--- config.mk ---
export PLATFORM = sky130hd
export DESIGN_NAME = fine_bin_linearizer
export DESIGN_NICKNAME = d
export VERILOG_FILES = /design/src/rtl/fbl_pkg.sv /design/src/rtl/fbl_lfsr.sv /design/src/rtl/fbl_dither.sv /design/src/rtl/fbl_calib.sv /design/src/rtl/fine_bin_linearizer.sv
export SDC_FILE = /design/constraint.sdc
export NUM_CORES = 2
export LEC_CHECK = 0
export ABC_AREA = 1
export BUFFER_PORTS_ARGS = -buffer_cell sky130_fd_sc_hd__buf_2
export CAP_MARGIN = 15
export CORE_UTILIZATION = 47
export CTS_CLUSTER_DIAMETER = 150
export DETAILED_ROUTE_END_ITERATION = 10
export GPL_TIMING_DRIVEN = 0
export HOLD_SLACK_MARGIN = 0.03
export PLACE_DENSITY = 0.68
export SYNTH_ARGS = -nofsm -noshare
export SYNTH_HDL_FRONTEND = slang
export SYNTH_SLANG_ARGS = --single-unit
--- constraint.sdc ---
create_clock -name clk -period 13.96 [get_ports clk]
set_input_delay 1.396 -clock clk [delete_from_list [all_inputs] [get_ports clk]]
set_output_delay 1.396 -clock clk [all_outputs]
set_load 0.05 [all_outputs]
--- src/rtl/fbl_pkg.sv ---
package fbl_pkg;
    localparam int RND_W = 16;
    localparam logic [RND_W-1:0] RND_SEED = 16'hACE1;
    localparam logic [RND_W-1:0] RND_MASK = 16'hB400;

    typedef enum logic [1:0] {
        ST_IDLE  = 2'd0,
        ST_CAL   = 2'd1,
        ST_BUILD = 2'd2,
        ST_DONE  = 2'd3
    } fbl_state_e;
endpackage

--- src/rtl/fbl_lfsr.sv ---
module fbl_lfsr
    import fbl_pkg::*;
(
    input  logic             clk,
    input  logic             rst_n,
    input  logic             adv,
    output logic [RND_W-1:0] rnd
);
    logic [RND_W-1:0] rnd_d, rnd_q;

    always_comb begin
        rnd_d = rnd_q;
        if (adv) begin
            rnd_d = (rnd_q >> 1) ^ (rnd_q[0] ? RND_MASK : '0);
        end
    end

    always_ff @(posedge clk) begin
        if (!rst_n) rnd_q <= RND_SEED;
        else        rnd_q <= rnd_d;
    end

    assign rnd = rnd_q;
endmodule

--- src/rtl/fbl_dither.sv ---
module fbl_dither
    import fbl_pkg::*;
#(
    parameter int BIN_W = 5,
    parameter int CNT_W = 16,
    parameter int SHIFT = 5
) (
    input  logic [CNT_W-1:0] lo_edge,
    input  logic [CNT_W-1:0] width,
    input  logic [RND_W-1:0] rnd,
    output logic [BIN_W-1:0] bin
);
    localparam int PROD_W = CNT_W + RND_W;

    logic [PROD_W-1:0] prod;
    logic [CNT_W:0]    pos;

    always_comb begin
        prod = {{RND_W{1'b0}}, width} * {{CNT_W{1'b0}}, rnd};
        pos  = {1'b0, lo_edge} + (CNT_W+1)'(prod >> RND_W);
        bin  = BIN_W'(pos >> SHIFT);
    end
endmodule

--- src/rtl/fbl_calib.sv ---
module fbl_calib
    import fbl_pkg::*;
#(
    parameter int BIN_W     = 5,
    parameter int CNT_W     = 16,
    parameter int LOG2_TOTAL = 10
) (
    input  logic                            clk,
    input  logic                            rst_n,
    input  logic                            cal_start,
    input  logic                            hit_valid,
    input  logic [BIN_W-1:0]                hit_code,
    output logic                            done,
    output logic [(1<<BIN_W)-1:0][CNT_W-1:0] widths,
    output logic [(1<<BIN_W)-1:0][CNT_W-1:0] edges
);
    localparam int BINS  = 1 << BIN_W;
    localparam int TOT_W = LOG2_TOTAL;

    typedef struct packed {
        fbl_state_e                  st;
        logic [TOT_W-1:0]            total;
        logic [BIN_W-1:0]            idx;
        logic [CNT_W-1:0]            acc;
        logic [BINS-1:0][CNT_W-1:0]  hist;
        logic [BINS-1:0][CNT_W-1:0]  lo;
    } cal_t;

    cal_t cal_d, cal_q;

    always_comb begin
        cal_d = cal_q;
        case (cal_q.st)
            ST_CAL: begin
                if (hit_valid) begin
                    if (cal_q.hist[hit_code] != '1) begin
                        cal_d.hist[hit_code] = cal_q.hist[hit_code] + CNT_W'(1);
                    end
                    if (cal_q.total == '1) begin
                        cal_d.st  = ST_BUILD;
                        cal_d.idx = '0;
                        cal_d.acc = '0;
                    end else begin
                        cal_d.total = cal_q.total + TOT_W'(1);
                    end
                end
            end
            ST_BUILD: begin
                cal_d.lo[cal_q.idx] = cal_q.acc;
                cal_d.acc = cal_q.acc + cal_q.hist[cal_q.idx];
                if (cal_q.idx == BIN_W'(BINS-1)) cal_d.st  = ST_DONE;
                else                             cal_d.idx = cal_q.idx + BIN_W'(1);
            end
            default: ;
        endcase
        if (cal_start) begin
            cal_d.st    = ST_CAL;
            cal_d.total = '0;
            cal_d.hist  = '0;
        end
    end

    always_ff @(posedge clk) begin
        if (!rst_n) cal_q <= '0;
        else        cal_q <= cal_d;
    end

    assign done   = (cal_q.st == ST_DONE);
    assign widths = cal_q.hist;
    assign edges  = cal_q.lo;
endmodule

--- src/rtl/fine_bin_linearizer.sv ---
module fine_bin_linearizer
    import fbl_pkg::*;
#(
    parameter int BIN_W      = 5,
    parameter int CNT_W      = 16,
    parameter int LOG2_TOTAL = 10
) (
    input  logic             clk,
    input  logic             rst_n,
    input  logic             cal_start,
    input  logic             in_valid,
    input  logic [BIN_W-1:0] in_code,
    output logic             cal_done,
    output logic             out_valid,
    output logic [BIN_W-1:0] out_code
);
    localparam int BINS  = 1 << BIN_W;
    localparam int SHIFT = LOG2_TOTAL - BIN_W;

    typedef struct packed {
        logic             vld;
        logic [BIN_W-1:0] code;
    } out_t;

    logic [BINS-1:0][CNT_W-1:0] widths;
    logic [BINS-1:0][CNT_W-1:0] edges;
    logic [RND_W-1:0]           rnd;
    logic [BIN_W-1:0]           mapped;
    out_t                       out_d, out_q;

    fbl_calib #(.BIN_W(BIN_W), .CNT_W(CNT_W), .LOG2_TOTAL(LOG2_TOTAL)) u_calib (
        .clk       (clk),
        .rst_n     (rst_n),
        .cal_start (cal_start),
        .hit_valid (in_valid),
        .hit_code  (in_code),
        .done      (cal_done),
        .widths    (widths),
        .edges     (edges)
    );

    fbl_lfsr u_lfsr (
        .clk   (clk),
        .rst_n (rst_n),
        .adv   (in_valid & cal_done),
        .rnd   (rnd)
    );

    fbl_dither #(.BIN_W(BIN_W), .CNT_W(CNT_W), .SHIFT(SHIFT)) u_dither (
        .lo_edge (edges[in_code]),
        .width   (widths[in_code]),
        .rnd     (rnd),
        .bin     (mapped)
    );

    always_comb begin
        out_d.vld  = in_valid;
        out_d.code = cal_done ? mapped : in_code;
    end

    always_ff @(posedge clk) begin
        if (!rst_n) out_q <= '0;
        else        out_q <= out_d;
    end

    assign out_valid = out_q.vld;
    assign out_code  = out_q.code;
endmodule

==> results.toml <==
[min_path]
hold_path_class = "reg2reg"
hp-start = "u_calib.widths[107]$_SDFFE_PP0P_"

[pwr]
p_leak_nw = 21.72
vdd_drop_max_mv = 0.1061
finalPower_mw = 5.834
powerDensity_nw_per_um2 = 107.5

[timing]
finalCriticalPeriod_ns = 11.92
layout_setup_ws_ns = 2.036
slew-limit-headroom_pct = 1.960
finalCritPeriodShare_pct = 85.41
clock_skew_ns = 0.08749
slew_viol_final = 0
setup_viol = 0
worst_pin_slew_ns = 1.471
fmax_mhz = 83.87
hold_viol = 0
tns_ns = 0
rsz0062_at_grt = "false"

[clock_tree]
cts_sinks = 881
cts_made_buffers = 97
cts_setup_buffers = 0
clock_path_buffers = 3
root_buffer = "clkbuf_16"
cts_hold_buf = 0
htreeDepth = 3
insertion_delay_ns = 0.79
cts_tree = "done"
ctsResizeCount = 0
clk_pin_slew_ns = 0.06

[grt]
grt_overflow = 0
grt_util_all_layers_pct = 52.59
grt_pass1_vias = 48250
grt_pass1_wl_mm = 378.0
antenna_found_initial = 35
grt_max_degree = 15

[detailed_routing]
routed_via_density = 6.475
dr.pass1.iters = 11
antenna_left = 0
vias = 54250
routed_wirelength_mm = 278.1
drc = 1
drt_iter0_drc = 9541
wire_per_inst_um = 33.20

[placed_design]
port_buffers = 12
routabilityCongestion = 1.168
hpwl_mm = 204.2
pre_cts_slack_ns = 1.873

[synth]
ys_warn_count = 0
synth_nets = 7032
syn_area_per_cell_um2 = 7.164
ys_seq_area_share_pct = 36.49
yosysMostFrequentCell = "nand2_1"
syn_area_um2 = 48330
yosysUniqueCellTypes = 55
synthFlopType = "dfxtp_1"
synth_common_cells = "1,493 x nand2_1, 881 x dfxtp_1, 811 x nor2_1"
syn_inst = 6746
yosysTopAreaCellShare_pct = 36.49
yosysTopAreaCell = "dfxtp_1"
synth_edf_count = 0
ys_async_sr_fraction_pct = 0
synth_area_leaders = "dfxtp_1 36%, nand2_1 12%, a21oi_1 8.1%"
synth-seq-cells = 881

[critical_path]
r2r-start = "u_calib.widths[470]$_SDFFE_PP0P_"
worstPathMaxFanout = 10
crit_slowest_cell = "a211oi_1"
start_kind = "input pin"
cp_slowest_stage_delay_ns = 0.95
cpMostUsedCell = "nand2_1"
crit_start = "in_code[1]"
cp.required_ns = 14.49
criticalPathCategory = "in2reg"
crit_path_end_kind = "flop"
worst_ep_arrival_time_ns = 12.45

[die]
coreArea_um2 = 101900
die-area_um2 = 104100
die_w_um = 322.7
num_io_pins = 16
start_util_pct = 47.44
fp-row-count = 117
die_h_um = 322.7

[run_status]
status = "complete, but fails checks"
violations = "design-rule violations"

[layout]
finalNetCount = 7189
area_delta_synth_final_pct = 12.31
drive_gt1_share_pct = 7.706

[job]
cap_viol_max_count = 0
per-layer routing:
layer  wire length [um]  track usage [%]  up-vias
li1                   -                -    22510
met1              93170            59.85    25450
met2             112300            74.74     4835
met3              40050            21.55     1433
met4              32530            48.36       18
met5                127           0.7870        -
logic make-up (layout without fill, tap and decap cells):
logic type | count (synthesis) | after routing | share of synthesized area [%]
AOI/OAI and AO/OA | 1943 | 1943 | 21.87
xor gates and xnor gates | 27 | 27 | 0.5359
adders and majority gates | 277 | 277 | 9.982
buffers and inverters | 1022 | 1258 | 9.216
DFF | 881 | 881 | 36.49
other | 0 | 27 | 0
and+or+nand+nor | 2596 | 2596 | 21.90
stage by stage:
stage	instance area [um2]	instances	hold WS [ns]	util [%]
after global placement	50100	8126	0.4464	49.17
after detailed placement	50650	8160	0.4519	49.71
final	54280	8377	0.4603	53.28
after CTS	54060	8338	0.4615	53.06
after floorplan	48330	6746	0.4388	-
after global routing	54220	8353	0.4755	53.22
sequential cells by signal (all words and copies together), names as in the netlist:
name and cells:
out_code 5, out_valid 1, u_calib.cal_q 27, u_calib.edges 320
u_calib.widths 512, u_lfsr.rnd 16
placed cells by master, fill, tap and decap left out, drive strengths merged, types with 3 or more instances in the layout:
cell      Yosys  layout
fa          181     181
clkbuf      272     410
xor2         22      22
buf         227     282
nor3         47      47
o22ai       155     155
nand3       129     129
dfxtp       881     881
nor2        827     827
ha           96      96
a21oi       783     783
a22o         13      13
o21ai       813     813
o221ai       12      12
inv         509     514
or2           3       3
xnor2         5       5
a2111oi      15      15
a211oi       61      61
nand3b        3       3
nand4        54      54
a22oi        48      48
clkinv       14      34
clkinvlp      0       6
diode         0      27
a21o          3       3
o21a         12      12
a31oi         6       6
o22a         13      13
nand2      1524    1524
o21bai        4       4
nor4          5       5
bufinv        0      11
path summary, 6_finish.rpt:
| path | slack [ns] | end | cells past startpoint |
|---|---|---|---|
| worst min register to register | 0.46 | u_calib.widths[107]$_SDFFE_PP0P_ | 2 |
| worst min-delay path | 0.46 | u_calib.widths[107]$_SDFFE_PP0P_ | 2 |
| worst max-delay path | 2.04 | out_code[2]$_SDFF_PN0_ | 38 |
| worst max register to register | 3.60 | out_code[2]$_SDFF_PN0_ | 34 |
final cells by class:
cell class | instances | area, um2
antenna | 27 | 67.56
buffer | 499 | 2466
clock buffer | 136 | 2794
clock inverter | 42 | 618.1
fill | 9947 | 47610
inverter | 523 | 1998
multi-input combinational | 4843 | 26280
sequential | 881 | 17640
tap | 1368 | 1712
timing repair buffer | 58 | 709.4
critical path, delay by kind of cell:
kind / cells / cell delay (ns)
XOR/XNOR: 1 / 0.20
adder cells (fa/ha/maj): 8 / 3.66
buffers and inverters: 8 / 1.40
AND/OR/NAND/NOR: 10 / 2.09
AO/OA/AOI/OAI: 11 / 3.63
where the power goes:
group | switching [mW] | internal, mW | total [mW]
clock | 1.22 | 1.61 | 2.83
combinational | 0.395 | 0.0890 | 0.484
sequential | 0.00178 | 2.52 | 2.52
total | 1.62 | 4.22 | 5.83
Power figures use the tool's default switching activity.
